### config.mk
export PLATFORM = sky130hd
export DESIGN_NAME = irqw_top
export DESIGN_NICKNAME = d
export VERILOG_FILES = /design/src/rtl/irqw_pkg.sv /design/src/rtl/irqw_sync_edge.sv /design/src/rtl/irqw_flag_cell.sv /design/src/rtl/irqw_combine.sv /design/src/rtl/irqw_top.sv
export SDC_FILE = /design/constraint.sdc
export NUM_CORES = 1
export LEC_CHECK = 0
export BUFFER_PORTS_ARGS = -buffer_cell sky130_fd_sc_hd__buf_2
export CORE_ASPECT_RATIO = 1.5
export CORE_MARGIN = 5
export CORE_UTILIZATION = 26
export DETAILED_ROUTE_END_ITERATION = 8
export GPL_TIMING_DRIVEN = 0
export REMOVE_ABC_BUFFERS = 1
export SYNTH_ARGS = -nofsm -noshare
export SYNTH_HDL_FRONTEND = slang
export SYNTH_SLANG_ARGS = --single-unit
### constraint.sdc
create_clock -name clk -period 1.14 [get_ports clk]
set_clock_uncertainty 0.05 [all_clocks]
set_input_delay 0.228 -clock clk [delete_from_list [all_inputs] [get_ports clk]]
set_output_delay 0.228 -clock clk [all_outputs]
set_load 0.005 [all_outputs]
### src/rtl/irqw_pkg.sv
package irqw_pkg;
   typedef enum logic [1:0] {
      RA_CTRL = 2'd0,
      RA_PEN  = 2'd1,
      RA_PFLG = 2'd2,
      RA_CFG  = 2'd3
   } reg_addr_e;

   localparam int ADDR_W   = 2;
   localparam int NCORE    = 3;
   localparam int B_GIE    = 0;
   localparam int B_PEIE   = 1;
   localparam int B_EN0    = 2;  // pin, timer, change enables at 2..4
   localparam int B_FL0    = 5;  // pin, timer, change flags at 5..7
   localparam int B_RISE   = 0;
endpackage

### src/rtl/irqw_sync_edge.sv
module irqw_sync_edge #(
   parameter int STAGES = 2
) (
   input  logic clk,
   input  logic rst_n,
   input  logic pin_i,
   input  logic rise_sel_i,
   output logic hit_o
);
   localparam int LAST = STAGES;

   if (STAGES < 2) begin : g_bad_stages
      $error("irqw_sync_edge: STAGES must be at least 2");
   end

   // chain[0..STAGES-1] synchronise, chain[STAGES] holds the previous sample
   logic [LAST:0] chain_q;

   always_ff @(posedge clk or negedge rst_n) begin
      if (!rst_n) chain_q <= '0;
      else        chain_q <= {chain_q[LAST-1:0], pin_i};
   end

   logic now_s, prev_s;
   assign now_s  = chain_q[LAST-1];
   assign prev_s = chain_q[LAST];

   always_comb begin
      if (rise_sel_i) hit_o = now_s & ~prev_s;
      else            hit_o = ~now_s & prev_s;
   end

   // a hit always follows a change in the synchronised level
   p_hit_on_change_r3: assert property (@(posedge clk) disable iff (!rst_n)
      hit_o |-> (now_s != prev_s));
endmodule

### src/rtl/irqw_flag_cell.sv
module irqw_flag_cell (
   input  logic clk,
   input  logic rst_n,
   input  logic set_i,
   input  logic wr_i,
   input  logic wd_i,
   output logic q_o
);
   always_ff @(posedge clk or negedge rst_n) begin
      if (!rst_n)     q_o <= 1'b0;
      else if (set_i) q_o <= 1'b1;
      else if (wr_i)  q_o <= wd_i;
   end

   // a set event always wins, even against a clearing write
   p_set_wins_r8: assert property (@(posedge clk) disable iff (!rst_n)
      set_i |=> q_o);
   // the flag only drops after a write
   p_sticky_r7: assert property (@(posedge clk) disable iff (!rst_n)
      $fell(q_o) |-> $past(wr_i));
endmodule

### src/rtl/irqw_combine.sv
module irqw_combine #(
   parameter int NCORE   = 3,
   parameter int NPERIPH = 8
) (
   input  logic               clk,
   input  logic               rst_n,
   input  logic               gie_i,
   input  logic               peie_i,
   input  logic [NCORE-1:0]   core_fl_i,
   input  logic [NCORE-1:0]   core_en_i,
   input  logic [NPERIPH-1:0] per_fl_i,
   input  logic [NPERIPH-1:0] per_en_i,
   input  logic               sleep_i,
   output logic               irq_o,
   output logic               wake_o
);
   logic core_any, per_any, wake_cond, wake_cond_q;

   assign core_any  = |(core_fl_i & core_en_i);
   assign per_any   = |(per_fl_i & per_en_i);
   assign irq_o     = gie_i & (core_any | (peie_i & per_any));
   assign wake_cond = sleep_i & (core_any | per_any);

   always_ff @(posedge clk or negedge rst_n) begin
      if (!rst_n) wake_cond_q <= 1'b0;
      else        wake_cond_q <= wake_cond;
   end

   assign wake_o = wake_cond & ~wake_cond_q;

   // no request without the master enable
   p_irq_needs_gie_r9: assert property (@(posedge clk) disable iff (!rst_n)
      irq_o |-> gie_i);
   // wake is a single-cycle pulse, only during sleep
   p_wake_pulse_r10: assert property (@(posedge clk) disable iff (!rst_n)
      wake_o |=> !wake_o);
   p_wake_in_sleep_r10: assert property (@(posedge clk) disable iff (!rst_n)
      wake_o |-> sleep_i);
endmodule

### src/rtl/irqw_top.sv
module irqw_top
   import irqw_pkg::*;
#(
   parameter int               DATA_W      = 8,
   parameter int               NPERIPH     = 8,
   parameter int               SYNC_STAGES = 2,
   parameter int               VEC_W       = 13,
   parameter logic [VEC_W-1:0] VECTOR      = 13'h0004
) (
   input  logic                 clk,
   input  logic                 rst_n,
   input  logic                 ext_pin_i,
   input  logic                 tmr_ovf_i,
   input  logic                 port_chg_i,
   input  logic [NPERIPH-1:0]   periph_evt_i,
   input  logic                 sleep_i,
   input  logic                 wr_en_i,
   input  logic [1:0]           wr_addr_i,
   input  logic [DATA_W-1:0]    wr_data_i,
   input  logic [1:0]           rd_addr_i,
   output logic [DATA_W-1:0]    rd_data_o,
   output logic                 irq_o,
   output logic                 wake_o,
   output logic                 wake_vec_o,
   output logic [VEC_W-1:0]     vec_o
);
   localparam int CTRL_BITS = B_FL0 + NCORE;

   if (DATA_W < CTRL_BITS) begin : g_bad_width
      $error("irqw_top: DATA_W too small for the control register");
   end
   if (NPERIPH < 1 || NPERIPH > DATA_W) begin : g_bad_periph
      $error("irqw_top: NPERIPH must be 1..DATA_W");
   end

   // ---------------- write decode ----------------
   logic wr_ctrl, wr_pen, wr_pflg, wr_cfg;
   assign wr_ctrl = wr_en_i && (wr_addr_i == RA_CTRL);
   assign wr_pen  = wr_en_i && (wr_addr_i == RA_PEN);
   assign wr_pflg = wr_en_i && (wr_addr_i == RA_PFLG);
   assign wr_cfg  = wr_en_i && (wr_addr_i == RA_CFG);

   // ---------------- enable and config registers ----------------
   logic               gie_q, peie_q, rise_q;
   logic [NCORE-1:0]   core_en_q;
   logic [NPERIPH-1:0] per_en_q;

   always_ff @(posedge clk or negedge rst_n) begin
      if (!rst_n) begin
         gie_q     <= 1'b0;
         peie_q    <= 1'b0;
         core_en_q <= '0;
      end else if (wr_ctrl) begin
         gie_q     <= wr_data_i[B_GIE];
         peie_q    <= wr_data_i[B_PEIE];
         core_en_q <= wr_data_i[B_EN0 +: NCORE];
      end
   end

   always_ff @(posedge clk or negedge rst_n) begin
      if (!rst_n)      per_en_q <= '0;
      else if (wr_pen) per_en_q <= wr_data_i[NPERIPH-1:0];
   end

   always_ff @(posedge clk or negedge rst_n) begin
      if (!rst_n)      rise_q <= 1'b0;
      else if (wr_cfg) rise_q <= wr_data_i[B_RISE];
   end

   // ---------------- external pin edge ----------------
   logic ext_hit;
   irqw_sync_edge #(.STAGES(SYNC_STAGES)) u_edge (
      .clk        (clk),
      .rst_n      (rst_n),
      .pin_i      (ext_pin_i),
      .rise_sel_i (rise_q),
      .hit_o      (ext_hit)
   );

   // ---------------- flag cells ----------------
   logic [NCORE-1:0]   core_set, core_fl;
   logic [NPERIPH-1:0] per_fl;
   assign core_set = {port_chg_i, tmr_ovf_i, ext_hit};

   for (genvar i = 0; i < NCORE; i++) begin : g_core_flag
      irqw_flag_cell u_cell (
         .clk   (clk),
         .rst_n (rst_n),
         .set_i (core_set[i]),
         .wr_i  (wr_ctrl),
         .wd_i  (wr_data_i[B_FL0 + i]),
         .q_o   (core_fl[i])
      );
   end

   for (genvar k = 0; k < NPERIPH; k++) begin : g_per_flag
      irqw_flag_cell u_cell (
         .clk   (clk),
         .rst_n (rst_n),
         .set_i (periph_evt_i[k]),
         .wr_i  (wr_pflg),
         .wd_i  (wr_data_i[k]),
         .q_o   (per_fl[k])
      );
   end

   // ---------------- request and wake ----------------
   irqw_combine #(.NCORE(NCORE), .NPERIPH(NPERIPH)) u_comb (
      .clk       (clk),
      .rst_n     (rst_n),
      .gie_i     (gie_q),
      .peie_i    (peie_q),
      .core_fl_i (core_fl),
      .core_en_i (core_en_q),
      .per_fl_i  (per_fl),
      .per_en_i  (per_en_q),
      .sleep_i   (sleep_i),
      .irq_o     (irq_o),
      .wake_o    (wake_o)
   );

   assign wake_vec_o = wake_o & gie_q;
   assign vec_o      = VECTOR;

   // ---------------- read mux ----------------
   logic [DATA_W-1:0] ctrl_rd;
   always_comb begin
      ctrl_rd                    = '0;
      ctrl_rd[B_GIE]             = gie_q;
      ctrl_rd[B_PEIE]            = peie_q;
      ctrl_rd[B_EN0 +: NCORE]    = core_en_q;
      ctrl_rd[B_FL0 +: NCORE]    = core_fl;
   end

   always_comb begin
      unique case (rd_addr_i)
         RA_CTRL: rd_data_o = ctrl_rd;
         RA_PEN:  rd_data_o = DATA_W'(per_en_q);
         RA_PFLG: rd_data_o = DATA_W'(per_fl);
         default: rd_data_o = DATA_W'(rise_q);
      endcase
   end

   // the pin flag rises only after a qualified edge or a write of 1
   p_ext_flag_src_r3: assert property (@(posedge clk) disable iff (!rst_n)
      $rose(core_fl[0]) |-> ($past(ext_hit) || $past(wr_ctrl && wr_data_i[B_FL0])));
   // a vectored wake needs the master enable
   p_wake_vec_r11: assert property (@(posedge clk) disable iff (!rst_n)
      wake_vec_o |-> (wake_o && gie_q));
endmodule

==> results of run 1 <==
-- power by group --
part | internal [mW] | switching, mW | total, mW | leakage (nW)
registers | 1.15 | 0.0980 | 1.25 | 0.316
clock network | 0.432 | 0.362 | 0.795 | 0.0395
logic | 0.296 | 0.243 | 0.539 | 0.510
-- routing by layer --
metal,up-vias,part of all wire,track usage
li1,543,-,-
met1,536,0.41,0.114
met2,33,0.53,0.180
met3,6,0.051,0.0285
met4,0,0.014,0.0434
met5,-,0,0
-- cells in the mapped netlist --
master	n
nor2b_1	3
mux2_2	13
nand3b_1	9
a21boi_0	1
buf_4	14
dfrtp_1	29
conb_1	2
nand2_1	27
a211oi_1	1
o211ai_1	1
clkbuf_1	1
nand2b_1	1
nand3b_2	1
a211o_1	2
and4_1	1
a222oi_1	1
nor3b_2	1
nor2_1	1
o21ai_0	8
mux4_2	1
inv_1	1
mux2i_1	8
a21oi_1	1
buf_2	2
nand3_1	1
a22oi_1	4
o22ai_1	1
and3b_1	1
-- state kept, by name, indices dropped and copies added, names as in the netlist --
| name | count |
|---|---|
| rise_q | 1 |
| g_per_flag.u_cell.q_o | 8 |
| u_edge.chain_q | 3 |
| peie_q | 1 |
| u_comb.wake_cond_q | 1 |
| core_en_q | 3 |
| gie_q | 1 |
| per_en_q | 8 |
| g_core_flag.u_cell.q_o | 3 |
-- cell families (layout without fill, tap and decap cells) --
| kind of cell | after synthesis | after routing | share of synthesized area |
|---|---|---|---|
| AO/OA/AOI/OAI | 20 | 20 | 0.0888 |
| flip-flops | 29 | 29 | 0.490 |
| multiplexers | 22 | 22 | 0.168 |
| buffers and inverters | 18 | 54 | 0.0828 |
| AND/OR/NAND/NOR | 46 | 46 | 0.165 |
| other | 2 | 13 | 0.00507 |
-- worst max-delay path, stage by stage (launching register included) --
cell,delay [ns]
dfrtp_1,0.39
a222oi_1,0.35
buf_4,0.20
o22ai_1,0.07
buf_2,0.13
-- per-stage QoR --
step | util | setup TNS (ns) | instances | setup slack [ns] | instance area, µm²
3_3_place_gp | 0.305 | -9.51 | 238 | -0.547 | 1680
2_1_floorplan | - | -1.13 | 131 | -0.128 | 1400
5_1_grt | 0.342 | -4.05 | 254 | -0.606 | 1880
4_1_cts | 0.340 | -3.25 | 253 | -0.531 | 1870
3_5_place_dp | 0.305 | -10.03 | 238 | -0.557 | 1680
6_report | 0.342 | -3.30 | 254 | -0.544 | 1880
-- layout by cell type (no fill, tap or decap), drive strengths merged, types with 2 or more instances in the layout --
cell type,count
buf,42
dfrtp,29
nand2,27
mux2,13
conb,13
nand3b,10
clkbuf,9
mux2i,8
o21ai,8
a22oi,4
nor2b,3
a211o,2
dlygate4sd3,2
-- worst max path at each step --
stage | end | depth (start not counted) | slack [ns] | from
after global placement | core_en_q[0]$_DFFE_PN0P_ | 3 | -0.55 | wr_addr_i[0]
after CTS | irq_o | 4 | -0.53 | g_core_flag[1].u_cell.q_o$_DFFE_PN0P_
after global routing | irq_o | 4 | -0.61 | core_en_q[1]$_DFFE_PN0P_
final | irq_o | 4 | -0.54 | core_en_q[1]$_DFFE_PN0P_
after detailed placement | g_core_flag[0].u_cell.q_o$_DFFE_PN0P_ | 4 | -0.56 | wr_addr_i[0]
after floorplan | core_en_q[0]$_DFFE_PN0P_ | 2 | -0.13 | wr_addr_i[0]
-- cell type report --
type / count / area (µm²)
inverter: 1 / 3.75
sequential: 29 / 726
tap: 70 / 87.6
clock buffer: 8 / 80.1
timing repair buffer: 45 / 269
fill: 592 / 3620
multi-input combinational: 101 / 709
-- repair_timing --
action,CTS,global route
gates cloned,0,0
gates resized for setup,17,1
hold buffers,2,0
setup endpoints to repair,20,41
hold endpoints to repair,30,0
buffers inserted,5,1
pin swaps,2,2
==> summary.md, run 1 <==
| Metric | Value |
|---|---|
| Post-route DRC | 0 |
| Reg2reg setup slack | -0.05 ns |
| HPWL after detailed placement | around 2700 µm |
| Reg-to-Reg Start | core_en_q[1]$_DFFE_PN0P_ |
| Nets | 210 |
| Worst-path clk slew | about 0.06 ns |
| Pin count of the biggest net entering global routing | 30 |
| Minimum clock period | ~1.7 ns |
| Ant diodes | 0 |
| Type of the most critical hold path | input pin to flop |
| Detail Route Antenna Nets | 0 |
| Final setup vio count | 12 |
| DRT Pass-1 Iters | 4 |
| WL final | between 3000 and 4000 µm |
| H-tree level count | 2 |
| Iteration-0 DRC Markers | 18 |
| Hold path cells | 2 |
| Synth warnings | 0 |
| Clk_lat worst skew | 0.28 ns |
| Min-delay src | tmr_ovf_i |
| First-pass GRT wire length | 5670 µm |
| Critical path launch point type | flop |
| # rows | 33 |
| Largest cells by area after synthesis | dfrtp_1, mux2_2, buf_4 |
| Root buffer cell | clkbuf_8 |
| Synth top area share | 0.490 |
| Seq cells post-synth | 29 |
| Status | finished with violations |
| WL/cell | roughly 14 µm |
| Num CTS Buffers | 5 |
| Area growth syn-to-layout | 26.7% |
| Global route overflow | 0 |
| Die Width | 71.6 µm |
| Tcrit/Tclk final | 1.48 |
| Power Density | approximately 1400 nW/µm² |
| Synth area leader | dfrtp_1 |
| Crit path max fanout | 4 |
| Number of global-route vias before repair | 1149 |
| CORE AREA | about 5500 µm² |
| Max VDD drop | roughly 0.70 mV |
| Initial core utilization | 0.270 |
| RSZ-0062 raised after global routing | true |
| Crit end category | primary output |
| Static Leak | 0.866 nW |
| Worst Path Arrival | 1.41 ns |
| Die area | roughly 7300 µm² |
| Sequential-to-total area share from yosys stat | 0.490 |
| MaxCap Viol Count | 0 |
| Hold EP | g_core_flag[1].u_cell.q_o$_DFFE_PN0P_ |
| Syn Area/Cell | between 10 and 15 µm² |
| Pins over their slew limit | 0 |
| Layout cells sized above 1 | 0.380 |
| TritonCTS clock tree | built |
| Crit path kind | flop to primary output |
| Post-Synthesis Cells | 137 |
| Antenna violations before repair | 0 |
| Vias per cell | 4.40 |
| I/O Buffers | 37 |
| Syn Std Cell Area | roughly 1500 µm² |
| Fin. Hold Viols | 0 |
| Final WS setup | -0.544 ns |
| Die Y | ~100 µm |
| Register-to-Register Path Depth | 3 |
| FMAX | 0.594 GHz |
| RePlAce Congestion | 0.758 |
| Failing checks | negative setup slack |
| Via count | about 1100 |
| RR Endpoint | u_comb.wake_cond_q$_DFF_PN0_ |
| IO Pins | 51 |
| CP required | about 0.86 ns |
| Clk buf depth | 2 |
| Netlist cell types | 28 |
| Total Routing Usage GR | 0.102 |
| Min Hold Slack | 0.0818 ns |
| Total power | around 2.6 mW |
| # clock sinks | 29 |
(Power assumes the default switching activity.)
==> inputs of run 2 (changes only) <==
--- a/config.mk
+++ b/config.mk
@@ -5,12 +5,14 @@
 export SDC_FILE = /design/constraint.sdc
 export NUM_CORES = 1
 export LEC_CHECK = 0
+export ABC_AREA = 1
 export BUFFER_PORTS_ARGS = -buffer_cell sky130_fd_sc_hd__buf_2
 export CORE_ASPECT_RATIO = 1.5
 export CORE_MARGIN = 5
 export CORE_UTILIZATION = 26
 export DETAILED_ROUTE_END_ITERATION = 8
 export GPL_TIMING_DRIVEN = 0
+export HOLD_SLACK_MARGIN = 0.05
 export REMOVE_ABC_BUFFERS = 1
 export SYNTH_ARGS = -nofsm -noshare
 export SYNTH_HDL_FRONTEND = slang
==> run 2 against run 1 <==
First-iteration DRC count rose to 5.6 times the previous value. The flow still finishes with violations (negative setup slack). Flip-flop and latch count did not move. Non-clock buffer count rose by 6.
==> summary.md, run 2 <==
| Metric | Value |
|---|---|
| Die Y | 103 µm |
| WL/cell | 12.3 µm |
| Core Util, Final | 0.348 |
| Critical path launch point type | flop |
| Vias per cell | roughly 4.3 |
| RSZ-0062 raised after global routing | true |
| Initial core utilization | 0.263 |
| Seq cells post-synth | 29 |
| Worst-path clk slew | about 0.06 ns |
| # rows | 34 |
| Syn Std Cell Area | between 1500 and 2000 µm² |
| Synth area leader | dfrtp_1 |
| Reg2reg setup slack | around 0.040 ns |
| Status | finished with violations |
| Slowest CP cell | dfrtp_1 |
| Netlist cell types | 21 |
| Most instantiated cells after synthesis | nand2_1, dfrtp_1, inv_1 |
| Clk buf depth | 2 |
| Switching Share | 0.280 |
| Most frequent cells in the layout | nand2_1, buf_2, dfrtp_1 |
| Static Leak | 1.03 nW |
| Post-Synthesis Cells | ~180 |
| Most common cell in the netlist | nand2_1 |
| Antenna violations before repair | 0 |
| Critical Path Max Stage Delay | roughly 0.38 ns |
| Max VDD drop | ~0.48 mV |
| Setup TNS Final | -2.92 ns |
| Setup crit start | per_en_q[2]$_DFFE_PN0P_ |
| Pin count of the biggest net entering global routing | 30 |
| Worst path bufs/invs | 1 |
| Synth warnings | 0 |
| Cell family with most CP delay | simple AND/OR/NAND/NOR gates |
| Crit path max fanout | 3 |
| Area growth syn-to-layout | 32.2% |
| RePlAce Congestion | 0.738 |
| Syn Area/Cell | around 8 µm² |
| TritonCTS clock tree | built |
| EDFF count, synth | 0 |
| Regs by FF count | g_per_flag.u_cell.q_o: 8 flops, per_en_q: 8 flops |
| Combinational group share of total power | 0.228 |
| CP required | 0.86 ns |
| Final setup vio count | 11 |
| P_sw | ~740 µW |
| Failing checks | negative setup slack |
| HPWL after detailed placement | roughly 2800 µm |
| RR Endpoint | g_core_flag[0].u_cell.q_o$_DFFE_PN0P_ |
| MaxCap Viol Count | 0 |
| Layout cells sized above 1 | 0.350 |
| Post-synth ARST share | 1.00 |
| I/O Buffers | 37 |
| Via count | about 1300 |
| Crit end category | primary output |
| Ant diodes | 0 |
| Fin. Hold Viols | 0 |
| Global route overflow | 0 |
| DRT Pass-1 Iters | 4 |
| Die area | between 7000 and 8000 µm² |
| Pins over their slew limit | 0 |
| Final WS setup | -0.404 ns |
| # clock sinks | 29 |
| Num CTS Buffers | 5 |
| Register-to-Register Path Depth | 3 |
| CP Cell Sequence | nand2_1 > nand2_1 > nor2_2 > nand3_2 > nand3_2 > nor2_1 > buf_2 |
| Commonest non-fill, non-tap cell in the layout | nand2_1 |
| Nets | 264 |
| Primary FF master, synth | dfrtp_1 |
| Critical path depth | 7 |
| Iteration-0 DRC Markers | 100 |
| Tcrit/Tclk final | 1.35 |
| First-pass GRT wire length | 6130 µm |
| Worst Setup EP | wake_vec_o |
| Minimum clock period | approximately 1.5 ns |
| Synth top area share | 0.481 |
| Detail Route Antenna Nets | 0 |
| Internal power | ~1.9 mW |
| WL final | 3800 µm |
| Crit path kind | flop to primary output |
| H-tree level count | 2 |
| Total power | between 2 and 3 mW |
| Largest cells by area after synthesis | dfrtp_1, nand2_1, o21ai_0 |
| Number of global-route vias before repair | roughly 1300 |
| Clk_lat worst skew | 0.27 ns |
| CORE AREA | ~5700 µm² |
| Total Routing Usage GR | 0.109 |
| IO Pins | 51 |
| Clock power frac | 0.316 |
| Reg power frac | 0.456 |
| Power Density | between 1000 and 1500 nW/µm² |
| FMAX | roughly 0.65 GHz |
| Die Width | ~72 µm |
| Sequential-to-total area share from yosys stat | 0.481 |
| Post-route DRC | 0 |
| Root buffer cell | clkbuf_8 |
| Type of the most critical hold path | input pin to flop |
| Reg-to-Reg Start | rise_q$_DFFE_PN0P_ |
| Worst Path Arrival | approximately 1.3 ns |
run 2: changes by cell type after synthesis, sizes merged, moves of 7 or more:
cell    before  now
nand2       27   49
inv          1   28
nand3b      10    0
a21oi        1   11
mux2        13    1
mux2i        8    0
o21ai        8   24
o211ai       1    8
run 2: how the worst min path moves through the flow:
stage,start,to,slack [ns],depth (start not counted)
6_report,periph_evt_i[7],g_per_flag[7].u_cell.q_o$_DFFE_PN0P_,0.09,3
5_1_grt,periph_evt_i[7],g_per_flag[7].u_cell.q_o$_DFFE_PN0P_,0.09,3
4_1_cts,periph_evt_i[0],g_per_flag[0].u_cell.q_o$_DFFE_PN0P_,0.09,3
3_5_place_dp,rst_n,u_edge.chain_q[2]$_DFF_PN0_,0.25,1
3_3_place_gp,rst_n,u_edge.chain_q[1]$_DFF_PN0_,0.25,1
2_1_floorplan,rst_n,core_en_q[0]$_DFFE_PN0P_,-0.12,0
run 2: cell type report:
class / count / area, µm²
multi-input cells: 122 / 648
repair buffers: 51 / 342
flip-flops and latches: 29 / 726
inverters: 28 / 105
fillers: 632 / 3750
well taps: 72 / 90.1
clock buffers: 7 / 86.3
run 2: what timing repair did:
item / CTS / global route
endpoints found under the hold margin: 30 / 0
resized for setup: 20 / 9
hold buffers: 2 / 0
pin swaps: 14 / 8
buffers inserted: 9 / 5
setup endpoints to repair: 16 / 39
run 2: worst reg2reg max path: stages, from the launching register on:
cell,delay [ns]
dfrtp_1,0.37
buf_4,0.14
or2_2,0.28
o211ai_1,0.16
run 2: logic make-up (layout without fill, tap and decap cells):
| kind of cell | count (synthesis) | in the layout | synth area share |
|---|---|---|---|
| and+or+nand+nor | 64 | 64 | 0.187 |
| buffers and inverters | 44 | 86 | 0.148 |
| other | 2 | 13 | 0.00497 |
| AOI/OAI and AO/OA | 44 | 44 | 0.172 |
| DFF | 29 | 29 | 0.481 |
| muxes | 1 | 1 | 0.00746 |
run 2: per-stage QoR:
stage	worst slack [ns]	hold WS [ns]	area (µm²)	std cells
after floorplan	0.0285	-0.118	1430	179
after global placement	-0.400	0.246	1710	288
after detailed placement	-0.429	0.251	1710	288
after CTS	-0.437	0.0889	1950	306
after global routing	-0.497	0.0927	2000	309
final	-0.404	0.0911	2000	309
run 2: per-layer routing:
metal | GRT usage | share of wire
met5 | 0 | 0
met4 | 0.0492 | 0.021
met3 | 0.0222 | 0.059
met2 | 0.209 | 0.55
met1 | 0.111 | 0.37
run 2: power groups by stage:
stage / clock [mW] / sequential, mW / combinational (mW)
detailed placement: 0 / 1.23 / 0.456
finish: 0.837 / 1.21 / 0.605
global placement: 0 / 1.23 / 0.448
CTS: 0.862 / 1.21 / 0.573
floorplan: 0 / 1.21 / 0.263
global route: 0.924 / 1.22 / 0.688
